==> src/rtl/qdac_pkg.sv <==
package qdac_pkg;
  localparam int CH_COUNT = 4;
  localparam int ADDR_W   = $clog2(CH_COUNT);

  typedef struct packed {
    logic [CH_COUNT-1:0] inLoad;   // one staging register open this edge
    logic                dacLoad;  // all output registers open
    logic                rdEn;     // readback active
    logic [ADDR_W-1:0]   rdSel;    // readback channel
  } qdacStrobe_t;
endpackage

==> src/rtl/qdac_ctrl.sv <==
module qdac_ctrl
  import qdac_pkg::*;
(
  input  logic              clk,
  input  logic              rstN,
  input  logic              csN,
  input  logic              rdWrN,
  input  logic [ADDR_W-1:0] chanAddr,
  input  logic              loadN,
  output qdacStrobe_t       strobe
);
  logic wrActive;

  assign wrActive      = !csN && !rdWrN;
  assign strobe.rdEn    = !csN && rdWrN;
  assign strobe.rdSel   = chanAddr;
  assign strobe.dacLoad = !loadN;

  for (genvar ch = 0; ch < CH_COUNT; ch++) begin : g_dec
    assign strobe.inLoad[ch] = wrActive && (chanAddr == ADDR_W'(ch));
  end

  AST_ONE_WRITE: assert property (@(posedge clk) disable iff (!rstN)
    $onehot0(strobe.inLoad)) else $error("more than one staging register open");
  AST_DESELECT_NO_WRITE: assert property (@(posedge clk) disable iff (!rstN)
    csN |-> (strobe.inLoad == '0)) else $error("write while deselected");
endmodule

==> src/rtl/qdac_datapath.sv <==
module qdac_datapath
  import qdac_pkg::*;
#(
  parameter int                DATA_W     = 12,
  parameter logic [DATA_W-1:0] RESET_CODE = 12'h800
) (
  input  logic                       clk,
  input  logic                       rstN,
  input  qdacStrobe_t                strobe,
  input  logic [DATA_W-1:0]          wrData,
  output logic [DATA_W-1:0]          rdData,
  output logic                       rdDataOe,
  output logic [CH_COUNT*DATA_W-1:0] dacCodes
);
  logic [CH_COUNT-1:0][DATA_W-1:0] inReg;
  logic [CH_COUNT-1:0][DATA_W-1:0] dacReg;

  for (genvar ch = 0; ch < CH_COUNT; ch++) begin : g_chan
    always_ff @(posedge clk or negedge rstN) begin
      if (!rstN)                   inReg[ch] <= RESET_CODE;
      else if (strobe.inLoad[ch])  inReg[ch] <= wrData;
    end

    // Output stage: a write on a load edge passes straight through.
    always_ff @(posedge clk or negedge rstN) begin
      if (!rstN)               dacReg[ch] <= RESET_CODE;
      else if (strobe.dacLoad) dacReg[ch] <= strobe.inLoad[ch] ? wrData : inReg[ch];
    end

    assign dacCodes[ch*DATA_W +: DATA_W] = dacReg[ch];
  end

  assign rdDataOe = strobe.rdEn;
  assign rdData   = strobe.rdEn ? inReg[strobe.rdSel] : '0;

  AST_RESET_CODE: assert property (@(posedge clk)
    !rstN |-> (dacReg == {CH_COUNT{RESET_CODE}} && inReg == {CH_COUNT{RESET_CODE}}))
    else $error("reset code not held");
  AST_READ_NO_WRITE: assert property (@(posedge clk) disable iff (!rstN)
    strobe.rdEn |=> $stable(inReg)) else $error("staging changed on readback");
  AST_LOAD_COPIES: assert property (@(posedge clk) disable iff (!rstN)
    (strobe.dacLoad && strobe.inLoad == '0) |=> (dacReg == $past(inReg)))
    else $error("load did not copy staging");
  AST_HOLD_NO_LOAD: assert property (@(posedge clk) disable iff (!rstN)
    !strobe.dacLoad |=> $stable(dacReg)) else $error("output moved without load");
  AST_IDLE_BUS: assert property (@(posedge clk) disable iff (!rstN)
    !rdDataOe |-> (rdData == '0)) else $error("bus active while idle");
endmodule

==> src/rtl/qdac_regbank.sv <==
module qdac_regbank
  import qdac_pkg::*;
#(
  parameter int                DATA_W     = 12,
  parameter logic [DATA_W-1:0] RESET_CODE = 12'h800
) (
  input  logic                       clk,
  input  logic                       rstN,
  input  logic                       csN,
  input  logic                       rdWrN,
  input  logic [ADDR_W-1:0]          chanAddr,
  input  logic                       loadN,
  input  logic [DATA_W-1:0]          wrData,
  output logic [DATA_W-1:0]          rdData,
  output logic                       rdDataOe,
  output logic [CH_COUNT*DATA_W-1:0] dacCodes
);
  qdacStrobe_t strobe;

  qdac_ctrl u_ctrl (
    .clk      (clk),
    .rstN     (rstN),
    .csN      (csN),
    .rdWrN    (rdWrN),
    .chanAddr (chanAddr),
    .loadN    (loadN),
    .strobe   (strobe)
  );

  qdac_datapath #(.DATA_W(DATA_W), .RESET_CODE(RESET_CODE)) u_dp (
    .clk      (clk),
    .rstN     (rstN),
    .strobe   (strobe),
    .wrData   (wrData),
    .rdData   (rdData),
    .rdDataOe (rdDataOe),
    .dacCodes (dacCodes)
  );
endmodule

==> config.mk <==
export PLATFORM = sky130hd
export DESIGN_NAME = qdac_regbank
export DESIGN_NICKNAME = d
export VERILOG_FILES = /design/src/rtl/qdac_pkg.sv /design/src/rtl/qdac_ctrl.sv /design/src/rtl/qdac_datapath.sv /design/src/rtl/qdac_regbank.sv
export SDC_FILE = /design/constraint.sdc
export NUM_CORES = 1
export LEC_CHECK = 0
export CAP_MARGIN = 20
export CORE_MARGIN = 1
export CORE_UTILIZATION = 50
export CTS_CLUSTER_DIAMETER = 150
export DETAILED_ROUTE_END_ITERATION = 12
export DONT_BUFFER_PORTS = 1
export PLACE_DENSITY = 0.76
export SETUP_SLACK_MARGIN = 0.4
export SLEW_MARGIN = 0
export SYNTH_ARGS = -nofsm -noshare
export SYNTH_HDL_FRONTEND = slang
export SYNTH_SLANG_ARGS = --single-unit
==> constraint.sdc <==
create_clock -name clk -period 3.1 [get_ports clk]
set_clock_uncertainty 0.2 [all_clocks]
set_input_delay 0.93 -clock clk [delete_from_list [all_inputs] [get_ports clk]]
set_output_delay 0.93 -clock clk [all_outputs]
set_load 0.02 [all_outputs]
==> results.toml <==
[floorplanning]
die_w_um = 91.1
core_area_um2 = 7690
row_count = 32
die_height_um = 91.1
ios = 80
start_util_pct = 51.6
die_area_um2 = 8300

[clocking]
clock_path_buffers = 2
clk_latency_ns = 0.36
htreeDepth = 3
cts_buffers = 9
cts_tree = "done"
cts.reportedPaths.clkPinSlew_ns = 0.10
cts_hold_buf = 0
cts_root_buf = "clkbuf_8"
postCtsSetupRepairBufs = 0
numClockSinks = 96

[logic_synthesis]
avgSynthCellArea_um2 = 16.9
synth_area_leaders = "dfrtp_1 (56%), mux2_2 (22%), mux4_2 (6.8%)"
synth_area_um2 = 3970
yosysUniqueCellTypes = 14
yosysTopAreaCell = "dfrtp_1"
ys_seq_elements = 96
synthCells = 235
yosysWarnings = 0
yosysSeqAreaShare_pct = 60.8
yosys.area.top_type_share_pct = 55.5
ys.flop_type = "dfrtp_1"
synth_edf_count = 0
synth.most_common_cell = "dfrtp_1"
async_flop_share_pct = 100
synthTopCellsByCount = "dfrtp_1 (88), mux2_2 (78), mux2_1 (18)"
syn_nets = 254

[global_route]
antenna_found_initial = 0
grt_usage_pct = 19.3
grt_pass1_vias = 2243
grt_busiest_layer = "met2"
grt_max_degree = 97
use_met1_pct = 25.4
grt_first_pass_wirelength_um = 12100
grt_overflow = 0
gr-usage-met3_pct = 6.78
met2_usage_pct = 30.1

[sta]
max_slew_margin_pct = 71.5
setup_viol = 0
hold_viol = 0
fin_crit_sh_pct = 90.7
finalCriticalPeriod_ns = 2.81
fmax_mhz = 356
worstMarginPinSlew_ns = 0.427
slew_violations = 0
setup_tns_ns = 0
grt_setup_unrepaired = "true"

[layout]
multi_input_area_um2 = 1600
final_cells = 347
fillers = 599
final-seq-area_um2 = 2410
utilization_pct = 57.9
area_growth_pct = 12.1
num-nets-final = 259
drive_gt1_share_pct = 55.9
num_antenna_cells = 0

[power]
p_int_mw = 2.42
clockPowerShare_pct = 27.7
leakagePower_nw = 1.87
switching_share_pct = 29.1
cellPowerDensity_nw_per_um2 = 767
ir_drop_uv = 377
power_frac_seq_pct = 57.6
comb_power_share_pct = 14.7
p_switching_mw = 0.993

[setup_path]
worstPathArrival_ns = 1.68
path_class = "input pin to output port"
crit_required_ns = 1.97
cp_max_fo = 16
path_cells = "mux4_2 -> nor2b_4 -> buf_6"
cp-start-kind = "input pin"
crit_slowest_cell = "mux4_2"
end_kind = "output port"
worstRegToRegCells = 2
critical_path.max_stage_delay_ns = 0.48

[outcome]
outcome = "complete, no violations"

[routing]
ant_nets = 0
first_iter_violations = 54
via_per_inst = 5.65
vias = 1962
drtPass1Iterations = 4
wl_per_cell_um = 20.9
drc = 0
finalWirelength_um = 7250

[placed_design]
io_buffers = 0
place_congestion = 0.724
hpwl_um = 4590
dp.cells = 331

[job]
drv_cap = 0

[min_path]
hp-class = "input pin to asynchronous set/reset pin"
## critical path, delay by kind of cell
kind / cells / cell delay, ns
muxes: 1 / 0.48
and+or+nand+nor: 1 / 0.14
buffers and inverters: 1 / 0.13
## power groups by stage
| stage | sequential [mW] | clock (mW) | combinational [mW] |
|---|---|---|---|
| after floorplan | 1.93 | 0 | 0.456 |
| after global placement | 1.98 | 0 | 0.481 |
| after detailed placement | 1.99 | 0 | 0.500 |
| after CTS | 1.97 | 0.966 | 0.510 |
| after global routing | 2.01 | 1.02 | 0.546 |
| final | 1.96 | 0.945 | 0.502 |
## metrics by stage
stage | setup WS [ns] | instance area (um2) | power (mW) | hold slack, ns
3_5_place_dp | 0.250 | 4190 | 2.49 | 0.294
6_report | 0.289 | 4450 | 3.41 | 0.0518
4_1_cts | 0.288 | 4450 | 3.44 | 0.0378
2_1_floorplan | 0.172 | 4080 | 2.38 | 0.271
3_3_place_gp | 0.260 | 4190 | 2.46 | 0.283
5_1_grt | 0.269 | 4450 | 3.57 | 0.0243
## flip-flops by register name, indices dropped and copies added (netlist names)
register       cells
u_dp.dacCodes     48
u_dp.inReg        48
## layout by cell type (no fill, tap or decap), types with 2 or more instances in the layout
master,count
nor2b_4,12
nor4b_4,2
dfstp_2,8
clkbuf_8,11
mux2_1,18
dfrtp_1,88
buf_6,3
buf_4,4
mux2_2,78
bufinv_16,2
inv_6,2
mux4_2,12
## repair_timing
action | 4_1_cts | 5_1_grt
endpoints found under the setup margin | 4 | 12
hold endpoints to repair | 0 | 0
resized for setup | 5 | 0
## worst paths after layout
kind / start / endpoint / slack, ns
min: rstN / u_dp.inReg[3] / 0.05
min in group clk: u_dp.inReg[32] / u_dp.inReg[32] / 0.31
max: chanAddr[0] / rdData[7] / 0.29
min reg2reg: u_dp.inReg[32] / u_dp.inReg[32] / 0.31
max reg2reg: u_dp.inReg[41] / u_dp.dacCodes[41] / 1.79
max in group asynchronous: rstN / u_dp.inReg[35] / 2.44
## routing by layer
layer	routed length, um	vias up
met5	0	-
met4	108	0
met3	448	10
met2	3490	57
met1	3200	1036
li1	-	859
## area by class of cell
cell class | count | area share [%]
Sequential cell | 96 | 54.2
Clock buffer | 11 | 3.40
Clock inverter | 5 | 1.94
Multi-Input combinational cell | 125 | 36.1
Tap cell | 102 | 2.87
Timing Repair Buffer | 7 | 1.43
Inverter | 1 | 0.0844
## logic make-up (layout without fill, tap and decap cells)
logic type | count (synthesis) | in the layout | synth area share [%]
buffers and inverters | 14 | 24 | 1.70
muxes | 108 | 108 | 34.1
and+or+nand+nor | 17 | 17 | 3.44
DFF | 96 | 96 | 60.8
(Power assumes the default switching activity.)
